--- config.mk ---
export PLATFORM = sky130hd
export DESIGN_NAME = drr_input_arbiter
export DESIGN_NICKNAME = d
export VERILOG_FILES = /design/src/rtl/drr_pkg.sv /design/src/rtl/drr_hol_len.sv /design/src/rtl/drr_deficit.sv /design/src/rtl/drr_input_arbiter.sv
export SDC_FILE = /design/constraint.sdc
export NUM_CORES = 1
export LEC_CHECK = 0
export BUFFER_PORTS_ARGS = -buffer_cell sky130_fd_sc_hd__clkbuf_2
export CORE_AREA = 2 2 242 304
export DETAILED_ROUTE_END_ITERATION = 7
export DIE_AREA = 0 0 244 306
export GPL_ROUTABILITY_DRIVEN = 1
export GPL_TIMING_DRIVEN = 0
export PLACE_DENSITY = 0.7
export REMOVE_ABC_BUFFERS = 1
export SLEW_MARGIN = 0
export SYNTH_ARGS = -nofsm -noshare
export SYNTH_HDL_FRONTEND = slang
export SYNTH_SLANG_ARGS = --single-unit
--- constraint.sdc ---
create_clock -name clk -period 4.8 [get_ports clk]
set_input_delay 0.24 -clock clk [delete_from_list [all_inputs] [get_ports clk]]
set_output_delay 0.24 -clock clk [all_outputs]
set_load 0.02 [all_outputs]
--- src/rtl/drr_pkg.sv ---
package drr_pkg;
   typedef enum logic {
      ST_VISIT = 1'b0,
      ST_SEND  = 1'b1
   } drr_state_e;
endpackage

--- src/rtl/drr_hol_len.sv ---
module drr_hol_len #(
   parameter int DATA_W  = 64,
   parameter int LEN_W   = 16,
   parameter int LEN_LSB = 0
) (
   input  logic              clk,
   input  logic              rst_n,
   input  logic              in_valid,
   input  logic [DATA_W-1:0] in_data,
   input  logic              in_eop,
   input  logic              in_accept,
   output logic              has_pkt,
   output logic [LEN_W-1:0]  pkt_len
);
   logic             hol_vld;
   logic [LEN_W-1:0] hol_len;
   logic [LEN_W-1:0] field;

   assign field = in_data[LEN_LSB +: LEN_W];

   always_ff @(posedge clk or negedge rst_n) begin
      if (!rst_n) begin
         hol_vld <= 1'b0;
         hol_len <= '0;
      end else if (in_accept && in_eop) begin
         hol_vld <= 1'b0;
      end else if (in_valid && !hol_vld) begin
         hol_vld <= 1'b1;
         hol_len <= field;
      end
   end

   assign has_pkt = hol_vld || in_valid;
   assign pkt_len = hol_vld ? hol_len : field;
endmodule

--- src/rtl/drr_deficit.sv ---
module drr_deficit #(
   parameter int DEF_W   = 16,
   parameter int LEN_W   = 16,
   parameter int QUANT_W = 16
) (
   input  logic               clk,
   input  logic               rst_n,
   input  logic               visit,
   input  logic [QUANT_W-1:0] quantum,
   input  logic               has_pkt,
   input  logic [LEN_W-1:0]   pkt_len,
   output logic               fits,
   output logic [DEF_W-1:0]   deficit
);
   logic [DEF_W:0]   sum;
   logic [DEF_W-1:0] credit;
   logic [DEF_W-1:0] len_ext;

   assign sum     = {1'b0, deficit} + (DEF_W+1)'(quantum);
   assign credit  = sum[DEF_W] ? {DEF_W{1'b1}} : sum[DEF_W-1:0];
   assign len_ext = DEF_W'(pkt_len);
   assign fits    = has_pkt && (len_ext <= credit);

   always_ff @(posedge clk or negedge rst_n) begin
      if (!rst_n) begin
         deficit <= '0;
      end else if (visit) begin
         if (!has_pkt)  deficit <= '0;
         else if (fits) deficit <= credit - len_ext;
         else           deficit <= credit;
      end
   end
endmodule

--- src/rtl/drr_input_arbiter.sv ---
module drr_input_arbiter
   import drr_pkg::*;
#(
   parameter int NUM_Q   = 8,
   parameter int DATA_W  = 64,
   parameter int LEN_W   = 16,
   parameter int LEN_LSB = 0,
   parameter int DEF_W   = 16,
   parameter int QUANT_W = 16
) (
   input  logic                    clk,
   input  logic                    rst_n,
   input  logic [QUANT_W-1:0]      quantum,
   input  logic [NUM_Q-1:0]        in_valid,
   input  logic [NUM_Q*DATA_W-1:0] in_data,
   input  logic [NUM_Q-1:0]        in_eop,
   output logic [NUM_Q-1:0]        in_ready,
   output logic                    out_valid,
   output logic [DATA_W-1:0]       out_data,
   output logic                    out_eop,
   input  logic                    out_ready
);
   localparam int PTR_W = (NUM_Q > 1) ? $clog2(NUM_Q) : 1;
   localparam bit POW2  = (NUM_Q == (1 << PTR_W));

   if (NUM_Q < 2)                   begin : g_chk_q   $error("NUM_Q must be at least 2"); end
   if (LEN_LSB + LEN_W > DATA_W)    begin : g_chk_fld $error("length field outside word"); end
   if (LEN_W > DEF_W)               begin : g_chk_len $error("LEN_W exceeds DEF_W"); end
   if (QUANT_W > DEF_W)             begin : g_chk_qw  $error("QUANT_W exceeds DEF_W"); end

   drr_state_e             state;
   logic [PTR_W-1:0]       ptr_q;
   logic [PTR_W-1:0]       ptr_nxt;
   logic                   sending;
   logic                   last_xfer;
   logic [NUM_Q-1:0]       visit_en;
   logic [NUM_Q-1:0]       has_pkt;
   logic [NUM_Q-1:0]       fits;
   logic [NUM_Q-1:0]       accept;
   logic [NUM_Q*LEN_W-1:0] len_flat;
   logic [NUM_Q*DEF_W-1:0] deficit_flat;

   if (POW2) begin : g_ptr_pow2
      assign ptr_nxt = ptr_q + 1'b1;
   end else begin : g_ptr_wrap
      assign ptr_nxt = (ptr_q == PTR_W'(NUM_Q-1)) ? '0 : ptr_q + 1'b1;
   end

   assign sending   = (state == ST_SEND);
   assign out_valid = sending && in_valid[ptr_q];
   assign out_data  = in_data[ptr_q*DATA_W +: DATA_W];
   assign out_eop   = in_eop[ptr_q];
   assign last_xfer = out_valid && out_ready && out_eop;

   for (genvar gi = 0; gi < NUM_Q; gi++) begin : g_q
      assign visit_en[gi] = !sending && (ptr_q == PTR_W'(gi));
      assign in_ready[gi] = sending && out_ready && (ptr_q == PTR_W'(gi));
      assign accept[gi]   = in_valid[gi] && in_ready[gi];

      drr_hol_len #(
         .DATA_W (DATA_W),
         .LEN_W  (LEN_W),
         .LEN_LSB(LEN_LSB)
      ) u_len (
         .clk      (clk),
         .rst_n    (rst_n),
         .in_valid (in_valid[gi]),
         .in_data  (in_data[gi*DATA_W +: DATA_W]),
         .in_eop   (in_eop[gi]),
         .in_accept(accept[gi]),
         .has_pkt  (has_pkt[gi]),
         .pkt_len  (len_flat[gi*LEN_W +: LEN_W])
      );

      drr_deficit #(
         .DEF_W  (DEF_W),
         .LEN_W  (LEN_W),
         .QUANT_W(QUANT_W)
      ) u_def (
         .clk    (clk),
         .rst_n  (rst_n),
         .visit  (visit_en[gi]),
         .quantum(quantum),
         .has_pkt(has_pkt[gi]),
         .pkt_len(len_flat[gi*LEN_W +: LEN_W]),
         .fits   (fits[gi]),
         .deficit(deficit_flat[gi*DEF_W +: DEF_W])
      );
   end

   always_ff @(posedge clk or negedge rst_n) begin
      if (!rst_n) begin
         state <= ST_VISIT;
         ptr_q <= '0;
      end else if (!sending) begin
         if (fits[ptr_q]) state <= ST_SEND;
         else             ptr_q <= ptr_nxt;
      end else if (last_xfer) begin
         state <= ST_VISIT;
         ptr_q <= ptr_nxt;
      end
   end
endmodule

### Word-level counts from Yosys, hierarchy flattened

Index checks and enable logic that the tools add are counted.

* bits in registers: 268
* output and inout bits: 74
* input port bits: 547
* word-level logic and storage cells: 217

* $lt $le $gt $ge: 9
* reduce and logical (&&, ||, !) cells: 87
* eq/ne operators: 9
* multiplexer cells: 60
* bitwise gates (word level): 8
* shift-type cells: 1
* add/sub/neg operators: 17

Operators by type and width (number)
* 16-bit 2-to-1 mux: 32
* 512-bit by 10-bit variable part select with 64-bit output: 1
* 16-bit by 16-bit adder with 17-bit output: 8
* 16-bit <= comparator: 8
* 16-bit subtractor: 8
* 1-bit logical AND: 52
* 1-bit 2-to-1 mux: 22
* 2-bit AND reduction: 9
* 2-bit nonzero test: 8
* 3-bit == test, second input constant: 4
* 1-bit binary-select mux with 3-bit select: 3
* 1-bit logical NOT: 9
* 3-bit 2-to-1 mux: 3
* 1-bit logical OR: 8
* 1-bit inverter: 8
* 3-bit by 2-bit == test with 1-bit output, second input constant: 2
* 3-bit by 4-bit less-than comparator with 1-bit output, second input constant: 1
* 3-bit by 1-bit adder with 3-bit output, second input constant: 1
* 3-bit by 1-bit == test with 1-bit output, second input constant: 1
* 3-bit logical NOT: 1
* 2-bit by 1-bit inequality test with 1-bit output, second input constant: 1
* 2-bit inequality test, second input constant: 1

### Longest topological paths before layout

Gate-level depths: netlist (run 1).

* word-level depth: 8
* depth in mapped cells: 22
* gate-level depth less buffers: 19

### By module

A second synthesis (run 1) with hierarchy kept.

* cells, all modules: 3491
* area total of the unflattened synthesis: 31974.4 um^2

By module, submodules not included
* drr_deficit (g_q[0].u_def ...): cells an instance 330, area an instance 2588.7 um^2, times used 4, sequential area each 400.4 um^2
* drr_deficit (g_q[4].u_def ...): cells an instance 324, area an instance 2528.7 um^2, times used 4, sequential area each 400.4 um^2
* drr_hol_len: cells an instance 56, area an instance 887.1 um^2, times used 8, sequential area each 425.4 um^2
* drr_input_arbiter: cells an instance 427, area an instance 4408.0 um^2, times used 1, sequential area each 100.1 um^2

### Worst setup path before layout (run 1)

Ideal clock, no wire load.

* path type: reg2reg
* start point: reg g_q[4].u_def.deficit[0]
* end point: reg ptr_q[1]
* arrival: 4493 ps
* required time: 4675 ps
* setup slack: 182 ps
* library setup time: 125 ps
* cell stages (with the launch flop): 19
* period minus slack after synthesis: 4618 ps
* path buffers: 1
* cells stage by stage: dfrtp_1 ha_1 fa_1 a211o_1 a21oi_1 o21ai_1 a2111oi_4 o31a_1 buf_2 nand2_1 ha_1 nor2b_1 o21a_1 o311ai_0 nand2_1 a311oi_4 o311ai_0 nand4_2 mux2_2

* cells in the longest elaborated chain, start to end: 8

RTL lines
* start, declared: RTL line drr_deficit.sv:13 `output logic [DEF_W-1:0] deficit`
* start signal, assigned: RTL line drr_deficit.sv:29 `else if (fits) deficit <= credit - len_ext;`
* start signal, assigned: RTL line drr_deficit.sv:30 `else deficit <= credit;`
* 16-bit by 16-bit adder with 17-bit output: RTL line drr_deficit.sv:19 `assign sum = {1'b0, deficit} + (DEF_W+1)'(quantum);`
* 16-bit 2-to-1 mux: RTL line drr_deficit.sv:20 `assign credit = sum[DEF_W] ? {DEF_W{1'b1}} : sum[DEF_W-1:0];`
* 16-bit <= comparator: RTL line drr_deficit.sv:22 `assign fits = has_pkt && (len_ext <= credit);`
* 1-bit logical AND: RTL line drr_deficit.sv:22
* 1-bit binary-select mux with 3-bit select: RTL line drr_input_arbiter.sv:96 `if (fits[ptr_q]) state <= ST_SEND;`
* 1-bit 2-to-1 mux (implied by the code): RTL line drr_input_arbiter.sv:96
* 2-bit inequality test (no line)
* 2-bit AND reduction (no line)
* end signal, assigned: RTL line drr_input_arbiter.sv:97 `else ptr_q <= ptr_nxt;`
* end signal, assigned: RTL line drr_input_arbiter.sv:100 `ptr_q <= ptr_nxt;`
* end, declared: RTL line drr_input_arbiter.sv:32 `logic [PTR_W-1:0] ptr_q;`

Every way passes these cells. The select of a mux whose other input is x is not followed.
A chain may end at the register's enable or synchronous reset.

### Final worst setup path (run 1)

* start point: reg g_q[2].u_def.deficit[0]
* end point: reg ptr_q[1]

* cells in the longest elaborated chain, start to end: 8

RTL lines (RTL line)
* start, declared: drr_deficit.sv:13
* start signal, assigned: drr_deficit.sv:29
* start signal, assigned: drr_deficit.sv:30
* 16-bit by 16-bit adder with 17-bit output: drr_deficit.sv:19
* 16-bit 2-to-1 mux: drr_deficit.sv:20
* 16-bit <= comparator: drr_deficit.sv:22
* 1-bit logical AND: drr_deficit.sv:22
* 1-bit binary-select mux with 3-bit select: drr_input_arbiter.sv:96
* 1-bit 2-to-1 mux (implied by the code): drr_input_arbiter.sv:96
* 2-bit inequality test (no line)
* 2-bit AND reduction (no line)

Every way passes these cells. The select of a mux whose other input is x is not followed.

==> impl_summary.md, run 1 <==
Clock tree
The later pin in the worst-skew pair is clocked with a latency of 0.61 ns. The number of buffers created by CTS is 30. The root cell of the clock tree is clkbuf_16. The clock net in this run drives a total of 268 sinks. Clock-pin slew was measured on the worst setup and hold paths at 0.07 ns.

The maximum level of the CTS H-tree is 1. The clock tree from TritonCTS is built. In this run the deepest clock path goes through 3 buffers.

Timing
Setup total negative slack on the finished layout was measured at 0 ns. The portion of the clock cycle consumed by the worst path in the final layout is 0.988. The number of setup violations in the final report is 0. The final critical-path required period is 4.74 ns. The top achievable clock speed is 0.211 GHz. The number of endpoints with negative hold slack in the final report is 0. The worst clock skew is 0.0313 ns. Final hold analysis gives a worst-case slack of 0.0152 ns. Setup repair after global routing could not meet its margin everywhere. Headroom to the max-slew limit came out at 0.215. The number of max-slew violations in the final report is 0. For the pin with the worst max-slew slack, the measured transition is 1.17 ns.

Synth
Sorting the synthesized cells by area gives the leading types as dfrtp_1, ha_1, mux4_2, nand2_1, mux2_2. The count of different cell masters after synthesis is 98. The largest total area in the synthesized netlist belongs to dfrtp_1. The primary flip-flop cell chosen by synthesis mapping is dfrtp_1.

Counting flops with an async set or reset pin after synthesis yields a share of 1.00. The mapped netlist covers 28400 sq um. The synthesized design contains 0 enable-type register cells. After synthesis, the largest family of logic cells by area is multiplexers. The adder-cell share of the synthesized area is 0.127. The xor-xnor portion of the synthesized cell area is 0.0545.

In this run the mean area of a mapped cell was 9.29 sq um. Among all cell types in the netlist, the one instantiated most often is nand2_1. The post-synthesis compound-gate area fraction came to 0.193.

Sorting the synthesized cells by how often they occur yields nand2_1, dfrtp_1, ha_1. The number of instances in the synthesized netlist is 3061. For this run, the number of Yosys warnings is 0.

The register bit count reported by yosys is 268. The mux cell area share after synthesis is 0.206. The share of the Yosys chip area taken by registers is 0.236. Of the total synthesized cell area, the portion taken by AND, OR, NAND and NOR gates is 0.159. Of the post-synthesis cell area, the dominant cell type holds 0.236.

Worst setup path
The depth of the most critical reg-to-reg path is 18. The most numerous cell type found on the critical path is a21oi_2. The maximum single-stage delay on the critical path is 0.43 ns. The worst path arrival time is 5.23 ns.

STA classifies the critical path endpoint as a register. Along the worst path, the maximum fanout reaches 5. For the worst setup path, the data required time is 5.28 ns. The worst setup slack for register-to-register paths is 0.06 ns.

On the critical path the largest part of the delay comes from compound AO/OA/AOI/OAI gates. The number of buffers and inverters on the critical path is 0. The worst register-to-register path begins at g_q[2].u_def.deficit[0]. The cell with the biggest individual delay on the critical path is a221o_2.

The critical path class is register to register. Walking the worst path, the cells encountered are ha_1 -> fa_2 -> a211o_1 -> a21oi_2 -> a21oi_2 -> a221o_2 -> a211o_4 -> nor2_2 -> ha_2 -> fa_1 -> nand2b_1 -> a21oi_1 -> o211ai_1 -> nand3_2 -> nand3_1 -> o2111ai_2 -> nand4_2 -> mux2_4. The destination of the worst register-to-register timing path is ptr_q[1]. The element type at the critical path start is a register.

Die
The width of the die is 244 microns. The area of the die is 74700 sq um. The core area is 71700 sq um. The placement row count is 110. The boundary pin count is 621. The floorplan step set the die height to 306 microns. The initial utilization of the core area, before any placement, comes to 0.397.

Placed design
The placed instance count is 4537. The port buffer count is 620. The HPWL after detailed placement is 104000 microns. At the end of routability-driven placement, the weighted congestion stood at 1.01.

GRT
The via count of the first global-routing pass came to 28.5k. The number of antenna violations at the first check in global routing is 33. For this run the aggregate overflow at the end of global routing stands at 0. Entering global routing, the biggest net connects 108 pins.

For this run, the total global-route usage over all layers was measured as 0.342. The first global-routing pass estimated 187000 microns of wire.

Layout
The net count of the finished layout is 4634. Of the cells placed in the final design, the portion with a size suffix greater than 1 is 0.314. The finished layout holds 4806 standard cells, fillers aside. The layout-stage area growth over the synthesis result is 27.4%.

Power
IR analysis of the VDD net gives a maximum drop of 479 uV. The static leakage is 17.4 nW. In this run the power density over the cells is 939 nW/um^2.

Route
The detail-routed via count per cell is 6.03. The pre-antenna-repair detailed-routing pass consisted of 5 iterations. The violation count after the first detailed-route iteration is 2244. The post-route antenna net violation count is 0. The overall routed net length is 133000 microns. The via count is 29.0k. The average wire per cell in the routed design is 27.8 microns. The final routed DRC violation total is 0.

Worst hold path
The worst hold path stage count is 2. For hold timing, the worst endpoint is g_q[7].u_len.hol_vld. The worst min-delay path startpoint is in_eop[7]. The class of the tightest hold or removal check is input port to register.

Run status
The flow ran to the end, and the final reports show no timing, DRC or antenna violations.

Flow run
The number of max-capacitance violations reported is 0.
## final cells by class
class                      instances  area (sq um)
antenna                           22          55.1
clock buffer                      37           797
clock inverter                    18           297
fill                            6668         35500
inverter                          69           267
multi-input combinational       2619         21800
sequential                       268          6720
tap                              952          1190
timing repair buffer             821          5140
## worst max-delay path by stage
stage / from / cells past startpoint / to
floorplan: ptr_q[0] / 5 / g_q[0].u_len.hol_len[0]
global placement: ptr_q[0] / 5 / g_q[0].u_len.hol_len[4]
detailed placement: quantum[0] / 18 / ptr_q[1]
CTS: g_q[3].u_def.deficit[0] / 20 / ptr_q[1]
global route: g_q[4].u_def.deficit[0] / 20 / ptr_q[1]
finish: g_q[2].u_def.deficit[0] / 18 / ptr_q[1]
## where the power goes
group | switching (mW) | leakage (nW) | internal (mW)
sequential | 0.830 | 3.25 | 3.33
combinational | 15.5 | 13.6 | 11.7
clock | 1.10 | 0.529 | 1.56
## layer usage
metal,wire length [microns],global-route usage,vias to the layer above
met3,8770,0.0488,396
li1,-,-,13100
met4,11600,0.255,10
met5,69,0,-
met1,47400,0.375,14100
met2,65600,0.599,1356
## timing repair
item / CTS / global route
hold endpoints to repair: 174 / 0
pin swaps: 20 / 42
endpoints found under the setup margin: 132 / 132
setup buffers: 37 / 30
hold buffers: 123 / 0
cloned: 0 / 2
gates resized for setup: 59 / 113
## worst reg2reg max path, delay by kind of cell, from the launching register on
| kind | cells | cell delay (ns) |
|---|---|---|
| multiplexers | 1 | 0.31 |
| AND/OR/NAND/NOR | 5 | 0.80 |
| AO/OA/AOI/OAI | 8 | 2.09 |
| flip-flops | 1 | 0.39 |
| adder cells (fa/ha/maj) | 4 | 1.04 |
## cells in the final DEF, fill, tap and decap left out, drive strengths merged, types with 78 or more instances in the layout
master         n
clkbuf       657
nand2        416
dfrtp        268
ha           262
nor2         234
a21oi        196
o21ai        140
mux2         137
mux2i        135
mux4         132
dlygate4sd3  123
xnor2         90
xor2          87
buf           78
## stage by stage
stage | total power, mW | utilization | area, sq um | setup slack, ns
after floorplan | 22.6 | - | 28000 | -3.34
after global placement | 28.0 | 0.450 | 32300 | -7.22
after detailed placement | 28.4 | 0.454 | 32600 | -1.59
after CTS | 32.1 | 0.494 | 35400 | -0.128
after global routing | 36.5 | 0.505 | 36200 | -0.118
final | 34.0 | 0.505 | 36200 | 0.0555
## state kept, by name, summed over array words and instances, names as in the netlist
| name | flops |
|---|---|
| g_q.u_def.deficit | 128 |
| g_q.u_len.hol_len | 128 |
| g_q.u_len.hol_vld | 8 |
| ptr_q | 3 |
| sending | 1 |
## kinds of logic (layout without fill, tap and decap cells)
family	Yosys count	count (layout)
buf+inv	176	945
compound gates	782	784
other cells	0	22
flops	268	268
mux	404	404
xor+xnor	177	177
simple gates	976	976
fa+ha+maj	278	278
(Power assumes the default switching activity.)
==> run 2: changes to the inputs <==
- RECOVER_POWER: unset -> 100
==> impl_summary.md, run 2 (synthesized netlist as in run 1, its figures left out) <==
Run status
Status: finished with violations (was complete, no violations). The final reports fail on max-capacitance violations, max-slew violations.

Timing
The slew at the pin closest to its max-slew limit came to 3.54 ns (was 1.17 ns). The number of max-slew violations in the final report was 57 (was 0). The relative max-transition margin is -1.36 (was 0.215). The worst clock skew is 0.0268 ns (was 0.0313 ns). The portion of the clock cycle consumed by the worst path in the final layout came to 0.989 (was 0.988).

The number of setup violations in the final report is 0 (unchanged). The top achievable clock speed was 0.211 GHz (about the same). The number of endpoints with negative hold slack in the final report is 0 (unchanged).

The final hold slack is 0.0179 ns (was 0.0152 ns). Setup repair after global routing missed its margin: true (unchanged). The final critical-path required period came to 4.75 ns (was 4.74 ns).

Worst setup path
The most frequent cell on the critical path is a21oi_2 (unchanged). The worst path arrival time is 5.22 ns (was 5.23 ns). The depth of the most critical reg-to-reg path came to 18 (unchanged).

The critical path class is register to register (unchanged). The capture point of the worst path is ptr_q[1] (unchanged). The element type at the critical path start was a register (unchanged). The worst setup slack for register-to-register paths is 0.05 ns (was 0.06 ns). The sort of element at the end of the critical path is a register (unchanged). The cell with the biggest individual delay on the critical path is a221o_2 (unchanged).

The origin of the critical flop-to-flop path is g_q[2].u_def.deficit[0] (unchanged). The count of buffer and inverter cells on the critical path was 0 (unchanged). The maximum net fanout on the critical path was 5 (unchanged). The destination of the worst register-to-register timing path is ptr_q[1] (unchanged). The start point of the critical path is g_q[2].u_def.deficit[0] (unchanged).

The path length in cells of the critical path was 18 (unchanged). The data required time at the worst endpoint is 5.28 ns (about the same). The family with the most delay on the worst path is compound AO/OA/AOI/OAI gates (unchanged). Cell-by-cell listing of the critical path: ha_1 -> fa_2 -> a211o_1 -> a21oi_2 -> a21oi_2 -> a221o_2 -> a211o_4 -> nor2_2 -> ha_2 -> fa_1 -> nand2b_1 -> a21oi_1 -> o211ai_1 -> nand3_2 -> nand3_1 -> o2111ai_2 -> nand4_2 -> mux2_4 (unchanged).

The maximum single-stage delay on the critical path came to 0.43 ns (about the same).

GRT
The first-pass GRT wire length is 187000 microns (unchanged). The layer carrying the most global-route usage is met2 (unchanged). The all-layer global routing usage is 0.342 (unchanged). The total grt overflow is 0 (unchanged). The global-route met2 utilization was 0.599 (unchanged). The global-route met1 utilization is 0.375 (unchanged). The via count of the first global-routing pass is 28.5k (unchanged). The number of antenna violations at the first check in global routing is 33 (unchanged).

The largest net degree at the start of global routing is 108 (unchanged). The global routing met3 resource utilization is 0.0488 (unchanged).

Route
The average wire per cell in the routed design is 27.8 microns (about the same). The via count is 29.0k (about the same). The overall routed net length is 133000 microns (about the same). The violation count after the first detailed-route iteration came to 2210 (was 2244). The detailed-routing iteration count for the pre-antenna-repair pass came to 5 (unchanged).

The post-route antenna net violation count is 0 (unchanged). The detail-routed via count per cell came to 6.04 (was 6.03). The final routed DRC violation total is 0 (unchanged).

Clock tree
The clock tree from TritonCTS is built (unchanged). The worst-case clock buffer depth came to 3 (unchanged). The number of buffers created by CTS is 30 (unchanged).

The clock slew at the register clock pins of the worst setup and hold paths came to 0.07 ns (about the same). The number of sinks driven by the clock tree was 268 (unchanged). The clock latency on the worst-skew pair was 0.61 ns (about the same). The root cell of the clock tree is clkbuf_16 (unchanged). The maximum level of the CTS H-tree is 1 (unchanged).

Layout
The layout-stage area growth over the synthesis result was 27.3% (was 27.4%). The fraction of final layout cells with drive strength greater than 1 was 0.313 (was 0.314). The most common library cell in the layout ignoring fill and taps is clkbuf_2 (unchanged).

The final standard cell utilization of the core is 0.505 (about the same). Most frequent cells in the layout: clkbuf_2, nand2_1, dfrtp_1 (unchanged). The count of nets after finishing is 4634 (unchanged). Biggest registers after layout: g_q.u_def.deficit x128, g_q.u_len.hol_len x128, g_q.u_len.hol_vld x8 (unchanged). The total of fill cells in the finished design is 6670 (was 6668).

Worst hold path
The class of the tightest hold or removal check is input port to register (unchanged).

Die
The boundary pin count is 621 (unchanged). The core area is 71700 sq um (unchanged). The vertical die dimension is 306 microns (unchanged). The initial cell density of the core is 0.397 (unchanged). The area of the die was 74700 sq um (unchanged). The width of the die is 244 microns (unchanged). The placement row count is 110 (unchanged).

Power
The ratio of total power to cell area is 940 nW/um^2 (was 939 nW/um^2). The static leakage is 17.4 nW (about the same). The worst IR drop on VDD was 475 uV (was 479 uV). The power after layout is 34.0 mW (about the same).

Placed design
The HPWL after detailed placement came to 104000 microns (unchanged). The port buffer count was 620 (unchanged). The final weighted congestion of routability-driven global placement came to 1.01 (unchanged).

Flow run
The number of max-capacitance violations reported was 1 (was 0).
[run 2: cell types whose count changed in the layout (fill, tap and decap cells not counted), sizes merged]
cell   previous run  this run
diode            22        21
[run 2: metrics by stage]
stage	TNS [ns]	worst slack, ns	cell area [sq um]	instances
final	0	0.0543	36200	4805
after global routing	-0.555	-0.118	36200	4797
after detailed placement	-134.14	-1.59	32600	4537
after CTS	-0.209	-0.128	35400	4752
after global placement	-2486.21	-7.22	32300	4526
after floorplan	-786.51	-3.34	28000	2954
[run 2: report_power, final]
part	leakage, nW	internal [mW]	switching [mW]	total (mW)
clock	0.529	1.56	1.09	2.65
sequential	3.25	3.33	0.829	4.16
combinational	13.6	11.7	15.5	27.2
total	17.4	16.6	17.4	34.0
[run 2: worst min path at each step]
stage / start / to / slack (ns) / cells after the start
finish: in_data[203] / g_q[3].u_len.hol_len[11] / 0.02 / 2
global route: in_data[203] / g_q[3].u_len.hol_len[11] / 0.006 / 2
CTS: in_data[203] / g_q[3].u_len.hol_len[11] / 0.006 / 2
floorplan: rst_n / g_q[0].u_def.deficit[0] / -0.06 / 0
detailed placement: rst_n / g_q[6].u_def.deficit[12] / 0.27 / 1
global placement: g_q[0].u_def.deficit[0] / g_q[0].u_def.deficit[0] / 0.46 / 2
[run 2: worst reg2reg max path, stage by stage, from the launching register on]
cell and delay, ns:
dfrtp_1 0.39, ha_1 0.22, fa_2 0.39, a211o_1 0.34, a21oi_2 0.18, a21oi_2 0.11, a221o_2 0.44, a211o_4 0.40
nor2_2 0.14, ha_2 0.21, fa_1 0.22, nand2b_1 0.16, a21oi_1 0.13, o211ai_1 0.37, nand3_2 0.18, nand3_1 0.16
o2111ai_2 0.15, nand4_2 0.16, mux2_4 0.31
[run 2: layer usage]
layer	part of all wire	wire length, microns
met1	0.35	47100
met2	0.49	65500
met3	0.068	9020
met4	0.088	11700
met5	0.00052	69
[run 2: area by class of cell]
type | count | area [sq um] | share of cell area
flip-flops and latches | 268 | 6720 | 0.186
multi-input cells | 2619 | 21800 | 0.601
clock buffers | 37 | 797 | 0.0220
inverters | 69 | 267 | 0.00736
diodes | 21 | 52.6 | 0.00145
well taps | 952 | 1190 | 0.0329
clock inverters | 18 | 297 | 0.00819
repair buffers | 821 | 5130 | 0.142
[run 2: what timing repair did]
| item | in CTS | in global routing |
|---|---|---|
| buffers inserted | 37 | 30 |
| cloned | 0 | 2 |
| pin swaps | 20 | 42 |
| hold endpoints to repair | 174 | 0 |
| endpoints found under the setup margin | 132 | 132 |
| hold buffers | 123 | 0 |
| resized for setup | 59 | 113 |
